<file path="config.mk">
export PLATFORM = sky130hd
export DESIGN_NAME = serial_char_rx
export DESIGN_NICKNAME = d
export VERILOG_FILES = /design/src/rtl/sr_pkg.sv /design/src/rtl/sr_tick_div.sv /design/src/rtl/sr_line_sync.sv /design/src/rtl/sr_frame_ctl.sv /design/src/rtl/serial_char_rx.sv
export SDC_FILE = /design/constraint.sdc
export NUM_CORES = 1
export LEC_CHECK = 0
export BUFFER_PORTS_ARGS = -buffer_cell sky130_fd_sc_hd__buf_2
export CAP_MARGIN = 20
export CORE_ASPECT_RATIO = 1.1
export CORE_UTILIZATION = 49
export DETAILED_ROUTE_END_ITERATION = 10
export PLACE_DENSITY_LB_ADDON = 0.2
export SYNTH_ARGS = -nofsm -noshare
export SYNTH_HDL_FRONTEND = slang
export SYNTH_SLANG_ARGS = --single-unit
</file>
<file path="constraint.sdc">
create_clock -name clk -period 4.4 [get_ports clk]
set_input_delay 0.22 -clock clk [delete_from_list [all_inputs] [get_ports clk]]
set_output_delay 0.22 -clock clk [all_outputs]
set_load 0.05 [all_outputs]
</file>
<file path="src/rtl/sr_pkg.sv">
package sr_pkg;

  typedef enum logic [2:0] {
    S_HUNT,
    S_HALF,
    S_DATA,
    S_PAR,
    S_STOP,
    S_MARK
  } rx_state_e;

  typedef struct packed {
    logic [1:0] len;
    logic       par_en;
    logic       par_odd;
  } frame_cfg_t;

endpackage

</file>
<file path="src/rtl/sr_tick_div.sv">
module sr_tick_div #(
  parameter int PRE = 8
) (
  input  logic clk,
  input  logic rst_n,
  input  logic en,
  output logic tick
);
  localparam int CW = (PRE > 1) ? $clog2(PRE) : 1;
  localparam logic [CW-1:0] LAST = CW'(PRE - 1);

  logic [CW-1:0] cnt_q, cnt_d;

  always_comb begin
    tick  = en && (cnt_q == LAST);
    cnt_d = (!en || cnt_q == LAST) ? '0 : cnt_q + 1'b1;
  end

  always_ff @(posedge clk or negedge rst_n) begin
    if (!rst_n) cnt_q <= '0;
    else        cnt_q <= cnt_d;
  end

  // ticks never occur on consecutive clocks
  a_r2_tick_spacing: assert property (@(posedge clk) disable iff (!rst_n)
    tick |=> !tick);

endmodule

</file>
<file path="src/rtl/sr_line_sync.sv">
module sr_line_sync #(
  parameter int SYNC_N = 2
) (
  input  logic clk,
  input  logic rst_n,
  input  logic en,
  input  logic tick,
  input  logic rxd,
  output logic line,
  output logic fall
);
  logic [SYNC_N-1:0] sync_q;
  logic              prev_q, prev_d;

  always_ff @(posedge clk or negedge rst_n) begin
    if (!rst_n) sync_q <= '1;
    else        sync_q <= {sync_q[SYNC_N-2:0], rxd};
  end

  always_comb begin
    line   = sync_q[SYNC_N-1];
    fall   = tick && prev_q && !line;
    prev_d = !en ? 1'b0 : (tick ? line : prev_q);
  end

  always_ff @(posedge clk or negedge rst_n) begin
    if (!rst_n) prev_q <= 1'b0;
    else        prev_q <= prev_d;
  end

endmodule

</file>
<file path="src/rtl/sr_frame_ctl.sv">
module sr_frame_ctl
  import sr_pkg::*;
#(
  parameter int DIV_W = 8
) (
  input  logic             clk,
  input  logic             rst_n,
  input  logic             en,
  input  logic             tick,
  input  logic             line,
  input  logic             fall,
  input  frame_cfg_t       cfg,
  input  logic [DIV_W-1:0] div,
  output logic [7:0]       data,
  output logic             perr,
  output logic             ferr,
  output logic             valid
);
  localparam logic [DIV_W-1:0] ONE = DIV_W'(1);

  rx_state_e        state_q, state_d;
  logic [DIV_W-1:0] cnt_q, cnt_d, div_q, div_d, target;
  logic [2:0]       nbit_q, nbit_d, last_bit;
  logic [7:0]       sh_q, sh_d, data_q, data_d;
  logic             par_q, par_d, perr_q, perr_d, ferr_q, ferr_d, valid_d, valid_q;
  logic             at_mid;
  frame_cfg_t       cfg_q, cfg_d;

  always_comb begin
    target   = (state_q == S_HALF) ? (div_q >> 1) : div_q;
    at_mid   = tick && (cnt_q == target - ONE);
    last_bit = {1'b0, cfg_q.len} + 3'd4;

    state_d = state_q;
    cnt_d   = cnt_q;
    nbit_d  = nbit_q;
    sh_d    = sh_q;
    par_d   = par_q;
    cfg_d   = cfg_q;
    div_d   = div_q;
    data_d  = data_q;
    perr_d  = perr_q;
    ferr_d  = ferr_q;
    valid_d = 1'b0;

    if (tick && state_q != S_HUNT && state_q != S_MARK)
      cnt_d = at_mid ? '0 : cnt_q + ONE;

    case (state_q)
      S_HUNT: if (fall) begin
        state_d = S_HALF;
        cnt_d   = '0;
        cfg_d   = cfg;
        div_d   = div;
      end
      S_HALF: if (at_mid) begin
        state_d = line ? S_HUNT : S_DATA;
        nbit_d  = '0;
        par_d   = 1'b0;
      end
      S_DATA: if (at_mid) begin
        sh_d  = {line, sh_q[7:1]};
        par_d = par_q ^ line;
        if (nbit_q == last_bit) state_d = cfg_q.par_en ? S_PAR : S_STOP;
        else                    nbit_d  = nbit_q + 3'd1;
      end
      S_PAR: if (at_mid) begin
        par_d   = par_q ^ line;
        state_d = S_STOP;
      end
      S_STOP: if (at_mid) begin
        valid_d = 1'b1;
        data_d  = sh_q >> (2'd3 - cfg_q.len);
        perr_d  = cfg_q.par_en && (par_q != cfg_q.par_odd);
        ferr_d  = !line;
        state_d = line ? S_HUNT : S_MARK;
      end
      S_MARK: if (tick && line) state_d = S_HUNT;
      default: state_d = S_HUNT;
    endcase

    if (!en) begin
      state_d = S_HUNT;
      valid_d = 1'b0;
    end
  end

  always_ff @(posedge clk or negedge rst_n) begin
    if (!rst_n) begin
      state_q <= S_HUNT;
      cnt_q   <= '0;
      nbit_q  <= '0;
      sh_q    <= '0;
      par_q   <= 1'b0;
      cfg_q   <= '0;
      div_q   <= '0;
      data_q  <= '0;
      perr_q  <= 1'b0;
      ferr_q  <= 1'b0;
      valid_q <= 1'b0;
    end else begin
      state_q <= state_d;
      cnt_q   <= cnt_d;
      nbit_q  <= nbit_d;
      sh_q    <= sh_d;
      par_q   <= par_d;
      cfg_q   <= cfg_d;
      div_q   <= div_d;
      data_q  <= data_d;
      perr_q  <= perr_d;
      ferr_q  <= ferr_d;
      valid_q <= valid_d;
    end
  end

  assign data  = data_q;
  assign perr  = perr_q;
  assign ferr  = ferr_q;
  assign valid = valid_q;

  // a disabled receiver idles and strobes nothing
  a_r1_idle_when_off: assert property (@(posedge clk) disable iff (!rst_n)
    !en |=> (state_q == S_HUNT) && !valid_q);

  // a high line at the half-bit recheck goes back to hunting
  a_r3_false_start: assert property (@(posedge clk) disable iff (!rst_n)
    (en && state_q == S_HALF && at_mid && line) |=> (state_q == S_HUNT) && !valid_q);

  // five-bit characters keep the upper bits clear
  a_r4_upper_zero: assert property (@(posedge clk) disable iff (!rst_n)
    (valid_q && cfg_q.len == 2'd0) |-> (data_q[7:5] == 3'b000));

  // a framing error parks the receiver until the line is high
  a_r7_mark_after_ferr: assert property (@(posedge clk) disable iff (!rst_n)
    (valid_q && ferr_q) |-> (state_q == S_MARK));

  // the strobe is a single clock wide
  a_r8_single_strobe: assert property (@(posedge clk) disable iff (!rst_n)
    valid_q |=> !valid_q);

  // captured configuration holds while a character is in progress
  a_r10_cfg_held: assert property (@(posedge clk) disable iff (!rst_n)
    (state_q != S_HUNT) |=> (state_q == S_HUNT) || ($stable(cfg_q) && $stable(div_q)));

endmodule

</file>
<file path="src/rtl/serial_char_rx.sv">
module serial_char_rx
  import sr_pkg::*;
#(
  parameter int DIV_W  = 8,
  parameter int PRE    = 8,
  parameter int SYNC_N = 2
) (
  input  logic             clk,
  input  logic             rst_n,
  input  logic             en,
  input  logic [1:0]       cfg_len,
  input  logic             cfg_par_en,
  input  logic             cfg_par_odd,
  input  logic [DIV_W-1:0] cfg_div,
  input  logic             rxd,
  output logic [7:0]       rx_data,
  output logic             rx_valid,
  output logic             rx_perr,
  output logic             rx_ferr
);
  logic       tick, line, fall;
  frame_cfg_t cfg;

  assign cfg = '{len: cfg_len, par_en: cfg_par_en, par_odd: cfg_par_odd};

  sr_tick_div #(.PRE(PRE)) u_tick (
    .clk(clk), .rst_n(rst_n), .en(en), .tick(tick)
  );

  sr_line_sync #(.SYNC_N(SYNC_N)) u_sync (
    .clk(clk), .rst_n(rst_n), .en(en), .tick(tick), .rxd(rxd),
    .line(line), .fall(fall)
  );

  sr_frame_ctl #(.DIV_W(DIV_W)) u_ctl (
    .clk(clk), .rst_n(rst_n), .en(en), .tick(tick), .line(line), .fall(fall),
    .cfg(cfg), .div(cfg_div), .data(rx_data), .perr(rx_perr), .ferr(rx_ferr),
    .valid(rx_valid)
  );

  // input assumption, the bit period is at least two ticks when enabled
  a_r9_div_floor: assert property (@(posedge clk) disable iff (!rst_n)
    en |-> (cfg_div >= DIV_W'(2)));

endmodule

</file>
==> results_dict.tcl, run 1 <==
set metrics [dict create \
    status "finished, violations left" \
    violations "negative hold slack" \
    fin_util_pct 55.8 \
    io_buffers 26 \
    powerDensity_mw_per_mm2 245 \
    initial_core_util_pct 51.0 \
    p_leak_nw 1.69 \
    syn_inst 331 \
    antenna_left 0 \
    seqCellArea_mm2 0.00130 \
    cts_tree "yes" \
    cp_data_arrival_time_ps 3870 \
    synthFlopType "dfrtp_1" \
    io_pins 27 \
    die_w_um 78.8 \
    yosysWarnings 0 \
    grt_overflow_total 0 \
    r2r_end "u_ctl.cnt_q[5]" \
    ys_async_sr_fraction_pct 100 \
    dieArea_mm2 0.00682 \
    post-dp-hpwl_um 4690 \
    rr_worst_depth 11 \
    avgSynthCellArea_um2 9.61 \
    synth_edf_count 0 \
    grt_pass1_wl_um 11900 \
    grt_use_met1_pct 31.2 \
    grt_pass1_vias 2406 \
    post_drt_wl_per_cell_um 15.6 \
    rr_startpoint "u_ctl.state_q[2]" \
    postCtsSetupBuffers 0 \
    synth_top_area_share_pct 39.3 \
    ys_seq_area_share_pct 41.0 \
    critPathLaunchType "register" \
    rsz0062_at_grt "false" \
    fin_tns_setup_ps 0 \
    drive_gt1_share_pct 22.7 \
    grt-busiest-layer "met2" \
    std_cell_rows 30 \
    htree_levels 2 \
    hold_path.class "input pin to async pin" \
    wl_um 6750 \
    startpoint "u_ctl.state_q[2]" \
    fin_skew_ps 14.1 \
    synth_area_leaders "dfrtp_1 39%, nand2_1 6.6%, mux2_2 6.4%" \
    yosysMostFrequentCell "nand2_1" \
    core_area_mm2 0.00623 \
    antenna_found_initial 0 \
    synth_top_area_cell "dfrtp_1" \
    syn_nets 352 \
    cp_data_required_time_ps 4600 \
    clockRootBuffer "clkbuf_8" \
    path_max_fanout 14 \
    grt.met2_usage_pct 35.3 \
    viasPerCell 5.77 \
    hold_violations 2 \
    worst_pin_slew_ps 934 \
    fin_crit_sh_pct 83.5 \
    cts_resized 0 \
    nets 373 \
    n_fill_cell 599 \
    first_iter_violations 200 \
    num_vias 2500 \
    diodes 0 \
    crit_end "u_ctl.cnt_q[5]" \
    hold_buffers 1 \
    clock_latency_ps 320 \
    slew_headroom_pct 37.6 \
    dr.pass1.iters 5 \
    grt_max_degree 53 \
    syn_area_mm2 0.00318 \
    cts.sink_count 52 \
    final_max_slew_viol_count 0 \
    ir_worst_vdd_v 0.000153 \
    finalWorstPathRequiredPeriod_ps 3670 \
    setup_viol 0 \
    cts_buffers 5 \
    multi_input_area_mm2 0.00172 \
    place_congestion 0.864 \
    ff2ff_setup_slack_ps 730 \
    area_growth_syn_to_layout_pct 9.28 \
    cap_violations 0 \
    die_y_um 86.5 \
    fmax_mhz 272 \
    fin_hold_ws_ps -5.71 \
    worstSetupEndpointType "register" \
    ys_seq_elements 52 \
    clk_pin_slew_ps 110 \
    synth_common_cells "56 x nand2_1, 50 x dfrtp_1, 19 x a21oi_1" \
    criticalPathCategory "register to register" \
    drcViolationCount 0 \
    clock_path_buffers 2 \
    use_met3_pct 3.26 \
    grt_usage_pct 22.4 \
    synth_cell_types 57 \
]
[layout make-up]
cell class / instances / share of cell area, %
multi-input combinational: 248 / 49.6
sequential: 52 / 37.5
timing repair buffer: 34 / 5.54
tap: 80 / 2.88
clock buffer: 5 / 1.98
clock inverter: 3 / 1.33
inverter: 11 / 1.19
[logic make-up (layout without fill, tap and decap cells)]
group,Yosys count,after routing,synth area share (%)
XOR/XNOR,12,12,3.30
AND/OR/NAND/NOR,137,137,23.0
multiplexers,33,33,12.4
adder cells (fa/ha/maj),5,5,1.97
buffers and inverters,31,53,5.04
AO/OA/AOI/OAI,61,61,13.3
flip-flops,52,52,41.0
[registers in the layout, summed over array words and instances (netlist names)]
register	flops
u_ctl.par_q	1
u_ctl.div_q	8
u_ctl.cnt_q	8
u_ctl.perr	1
u_ctl.nbit_q	3
u_ctl.sh_q	8
u_sync.sync_q	2
u_ctl.ferr	1
u_ctl.valid	1
u_ctl.cfg_q	4
u_sync.prev_q	1
u_tick.cnt_q	3
u_ctl.state_q	3
u_ctl.data	8
[metal layers]
metal	up-vias	routed length, um
met4	0	147
met5	-	0
met1	1210	3320
met2	57	3050
met3	10	240
li1	1223	-
[metrics by stage]
| step | setup WS (ps) | hold WS (ps) | std cells | power (mW) | instance area [um2] |
|---|---|---|---|---|---|
| 2_1_floorplan | 1070 | -75.6 | 331 | 0.498 | 3180 |
| 3_3_place_gp | 891 | 325 | 424 | 0.516 | 3350 |
| 3_5_place_dp | 782 | 328 | 424 | 0.516 | 3350 |
| 4_1_cts | 749 | 37.1 | 433 | 0.861 | 3480 |
| 5_1_grt | 441 | 70.9 | 433 | 0.885 | 3480 |
| 6_report | 726 | -5.71 | 433 | 0.851 | 3480 |
[worst max-delay path, stage by stage, from the launching register on]
cell and delay, ps:
dfrtp_1 400, nor3b_2 350, mux2i_1 320, ha_1 240
or3b_2 450, a211o_1 240, o211ai_1 150, or2_2 160
o2111a_1 530, buf_4 290, a21oi_1 90, a311o_1 320
[where the power goes]
group / internal, mW / leakage, nW / switching, mW
combinational: 0.00846 / 0.946 / 0.0139
sequential: 0.482 / 0.691 / 0.00230
clock: 0.172 / 0.0548 / 0.173
[worst min-delay path by stage]
stage          startpoint  cells past startpoint  slack (ps)                to
2_1_floorplan       rst_n                      0         -80    u_ctl.cfg_q[0]
3_3_place_gp          rxd                      1         330  u_sync.sync_q[0]
3_5_place_dp          rxd                      1         330  u_sync.sync_q[0]
4_1_cts             rst_n                      2          40  u_ctl.state_q[2]
5_1_grt             rst_n                      2          70  u_ctl.state_q[0]
6_report            rst_n                      2          -6    u_ctl.div_q[2]
[placed cells by master, fill, tap and decap left out, drive strengths merged, types with 5 or more instances in the layout]
cell type  count
a31oi          6
nor2b          8
nor3           6
nand2         56
o21ai          7
dfrtp         50
nand3         15
ha             5
a21oi         19
inv           12
xnor2          7
mux2i         11
buf           33
nor2          12
mux2          19
xor2           5
and3           9
nor3b          7
clkbuf         5
No activity file was read; power rests on OpenSTA's default activity.
==> run 2: changes to the inputs <==
clock period = 3.5 ns   (was 4.4 ns; I/O delays follow)
==> run 2 against run 1 <==
  * The flow now finishes without violations
  * Clock power up 8.7%
  * Worst hold slack better by 48 ps
  * Design area increased by 0.36%
  * Cell count is 0.69% higher
  * Non-clock buffer count increased by 3
  * Sequential cell count is the same
  * Clock-buffer cell count unchanged
  * Total power up 19%
  * Routed wire length is 3.2% higher
  * Fmax up 11%
  * Highest routed layer unchanged
==> results_dict.tcl, run 2 (synthesis gave the netlist of run 1 again) <==
set metrics [dict create \
    cap_violations 0 \
    final_cells 436 \
    finalWorstPathRequiredPeriod_ps 3310 \
    layout_common_cells "56 x nand2_1, 50 x dfrtp_1, 26 x buf_2" \
    rsz0062_at_grt "false" \
    fin_skew_ps 10.4 \
    htree_levels 2 \
    io_buffers 26 \
    post_drt_wl_per_cell_um 16.0 \
    ir_worst_vdd_v 0.000197 \
    switchingPower_mw 0.247 \
    slew_headroom_pct 49.4 \
    cts_tree "yes" \
    cts_buffers 5 \
    cp_cell_sequence "nor3b_4, mux2i_1, ha_1, or3b_2, a211o_1, o211ai_1, or2_2, o2111a_1, buf_4, nand3_4, mux2_2" \
    fin_crit_sh_pct 94.5 \
    diodes 0 \
    hold_path.class "input pin to register" \
    power_frac_comb_pct 2.9 \
    grt_max_degree 34 \
    io_pins 27 \
    drcViolationCount 0 \
    seqPwrFrac_pct 60.2 \
    fmax_mhz 302 \
    clock_latency_ps 310 \
    initial_core_util_pct 51.0 \
    dieArea_mm2 0.00682 \
    powerDensity_mw_per_mm2 290 \
    setup_viol 0 \
    area_growth_syn_to_layout_pct 9.68 \
    place_ws_ps 163 \
    swShare_pct 24.4 \
    grt_usage_pct 21.9 \
    fin_tns_setup_ps 0 \
    worst_pin_slew_ps 758 \
    die_w_um 78.8 \
    clock_path_buffers 2 \
    path_max_fanout 11 \
    std_cell_rows 30 \
    final_max_slew_viol_count 0 \
    seqCellArea_mm2 0.00130 \
    grt_overflow_total 0 \
    postCtsSetupBuffers 0 \
    cts.sink_count 52 \
    dp_cells 426 \
    path_buf_inv 1 \
    antenna_left 0 \
    hold_violations 0 \
    antenna_found_initial 0 \
    post-dp-hpwl_um 4910 \
    final_common_cell "nand2_1" \
    core_area_mm2 0.00623 \
    grt_pass1_vias 2394 \
    p_leak_nw 1.69 \
    setup_slack_ps 191 \
    critPathLaunchType "register" \
    cp_data_arrival_time_ps 3520 \
    nets 376 \
    first_iter_violations 164 \
    critPathSlowestCell "or3b_2" \
    die_y_um 86.5 \
    multi_input_area_mm2 0.00173 \
    n_fill_cell 592 \
    criticalPathCategory "register to register" \
    worstSetupEndpointType "register" \
    dr.pass1.iters 4 \
    num_vias 2536 \
    p_clk_share_pct 37.0 \
    crit_family "simple AND/OR/NAND/NOR gates" \
    cp_data_required_time_ps 3710 \
    p_int_mw 0.764 \
    place_congestion 0.853 \
    status "finished clean" \
    critPathMaxStageDelay_ps 450 \
    viasPerCell 5.82 \
    clk_pin_slew_ps 110 \
    drive_gt1_share_pct 23.0 \
    clockRootBuffer "clkbuf_8" \
    wl_um 6970 \
    grt_pass1_wl_um 11700 \
]
## run 2: final cells by class
type,instances,area share [%]
Clock buffer,5,1.97
Clock inverter,3,0.789
Inverter,11,1.18
Multi-Input combinational cell,248,49.6
Sequential cell,52,37.4
Tap cell,80,2.87
Timing Repair Buffer,37,6.24
## run 2: worst reg2reg max path: stages (launching register included)
cell and delay (ps):
dfrtp_1 420, nor3b_4 290, mux2i_1 310, ha_1 250
or3b_2 450, a211o_1 230, o211ai_1 150, or2_2 170
o2111a_1 260, buf_4 210, nand3_4 150, mux2_2 320
## run 2: routing by layer
| metal | vias up | share of wire (%) | global-route usage [%] |
|---|---|---|---|
| met5 | - | 0 | 0 |
| met4 | 0 | 0.66 | 5.45 |
| met3 | 4 | 3.7 | 3.26 |
| met2 | 50 | 48 | 36.1 |
| met1 | 1250 | 48 | 30.2 |
| li1 | 1232 | - | - |
## run 2: power groups by stage
stage	Clock (mW)	Sequential [mW]	Combinational, mW
after global routing	0.409	0.609	0.0335
after floorplan	0	0.618	0.00773
after CTS	0.385	0.609	0.0305
after detailed placement	0	0.620	0.0288
after global placement	0	0.620	0.0284
final	0.374	0.608	0.0290
## run 2: final timing paths
kind                             startpoint                to  slack (ps)  depth (start not counted)
setup / recovery           u_ctl.state_q[2]     u_ctl.sh_q[3]         190                         11
hold / removal                   cfg_len[1]    u_ctl.cfg_q[3]          40                          3
setup reg to reg           u_ctl.state_q[2]     u_ctl.sh_q[3]         190                         11
hold reg to reg            u_sync.sync_q[0]  u_sync.sync_q[1]         370                          0
max in group asynchronous             rst_n  u_sync.sync_q[0]        2230                          3
min in group asynchronous             rst_n    u_ctl.div_q[0]         450                          2
## run 2: per-stage QoR
stage                     area (um2)  hold slack, ps  util (%)  total power, mW
after floorplan                 3180            -121         -            0.626
after global placement          3370             280      54.0            0.649
after detailed placement        3370             285      54.0            0.649
after CTS                       3480            33.8      55.9             1.02
after global routing            3490            34.3      56.0             1.05
final                           3490            42.0      56.0             1.01
## run 2: what timing repair did
item,CTS,global route
gates resized for setup,0,1
endpoints found under the setup margin,0,19
hold buffers,2,0
endpoints found under the hold margin,33,0
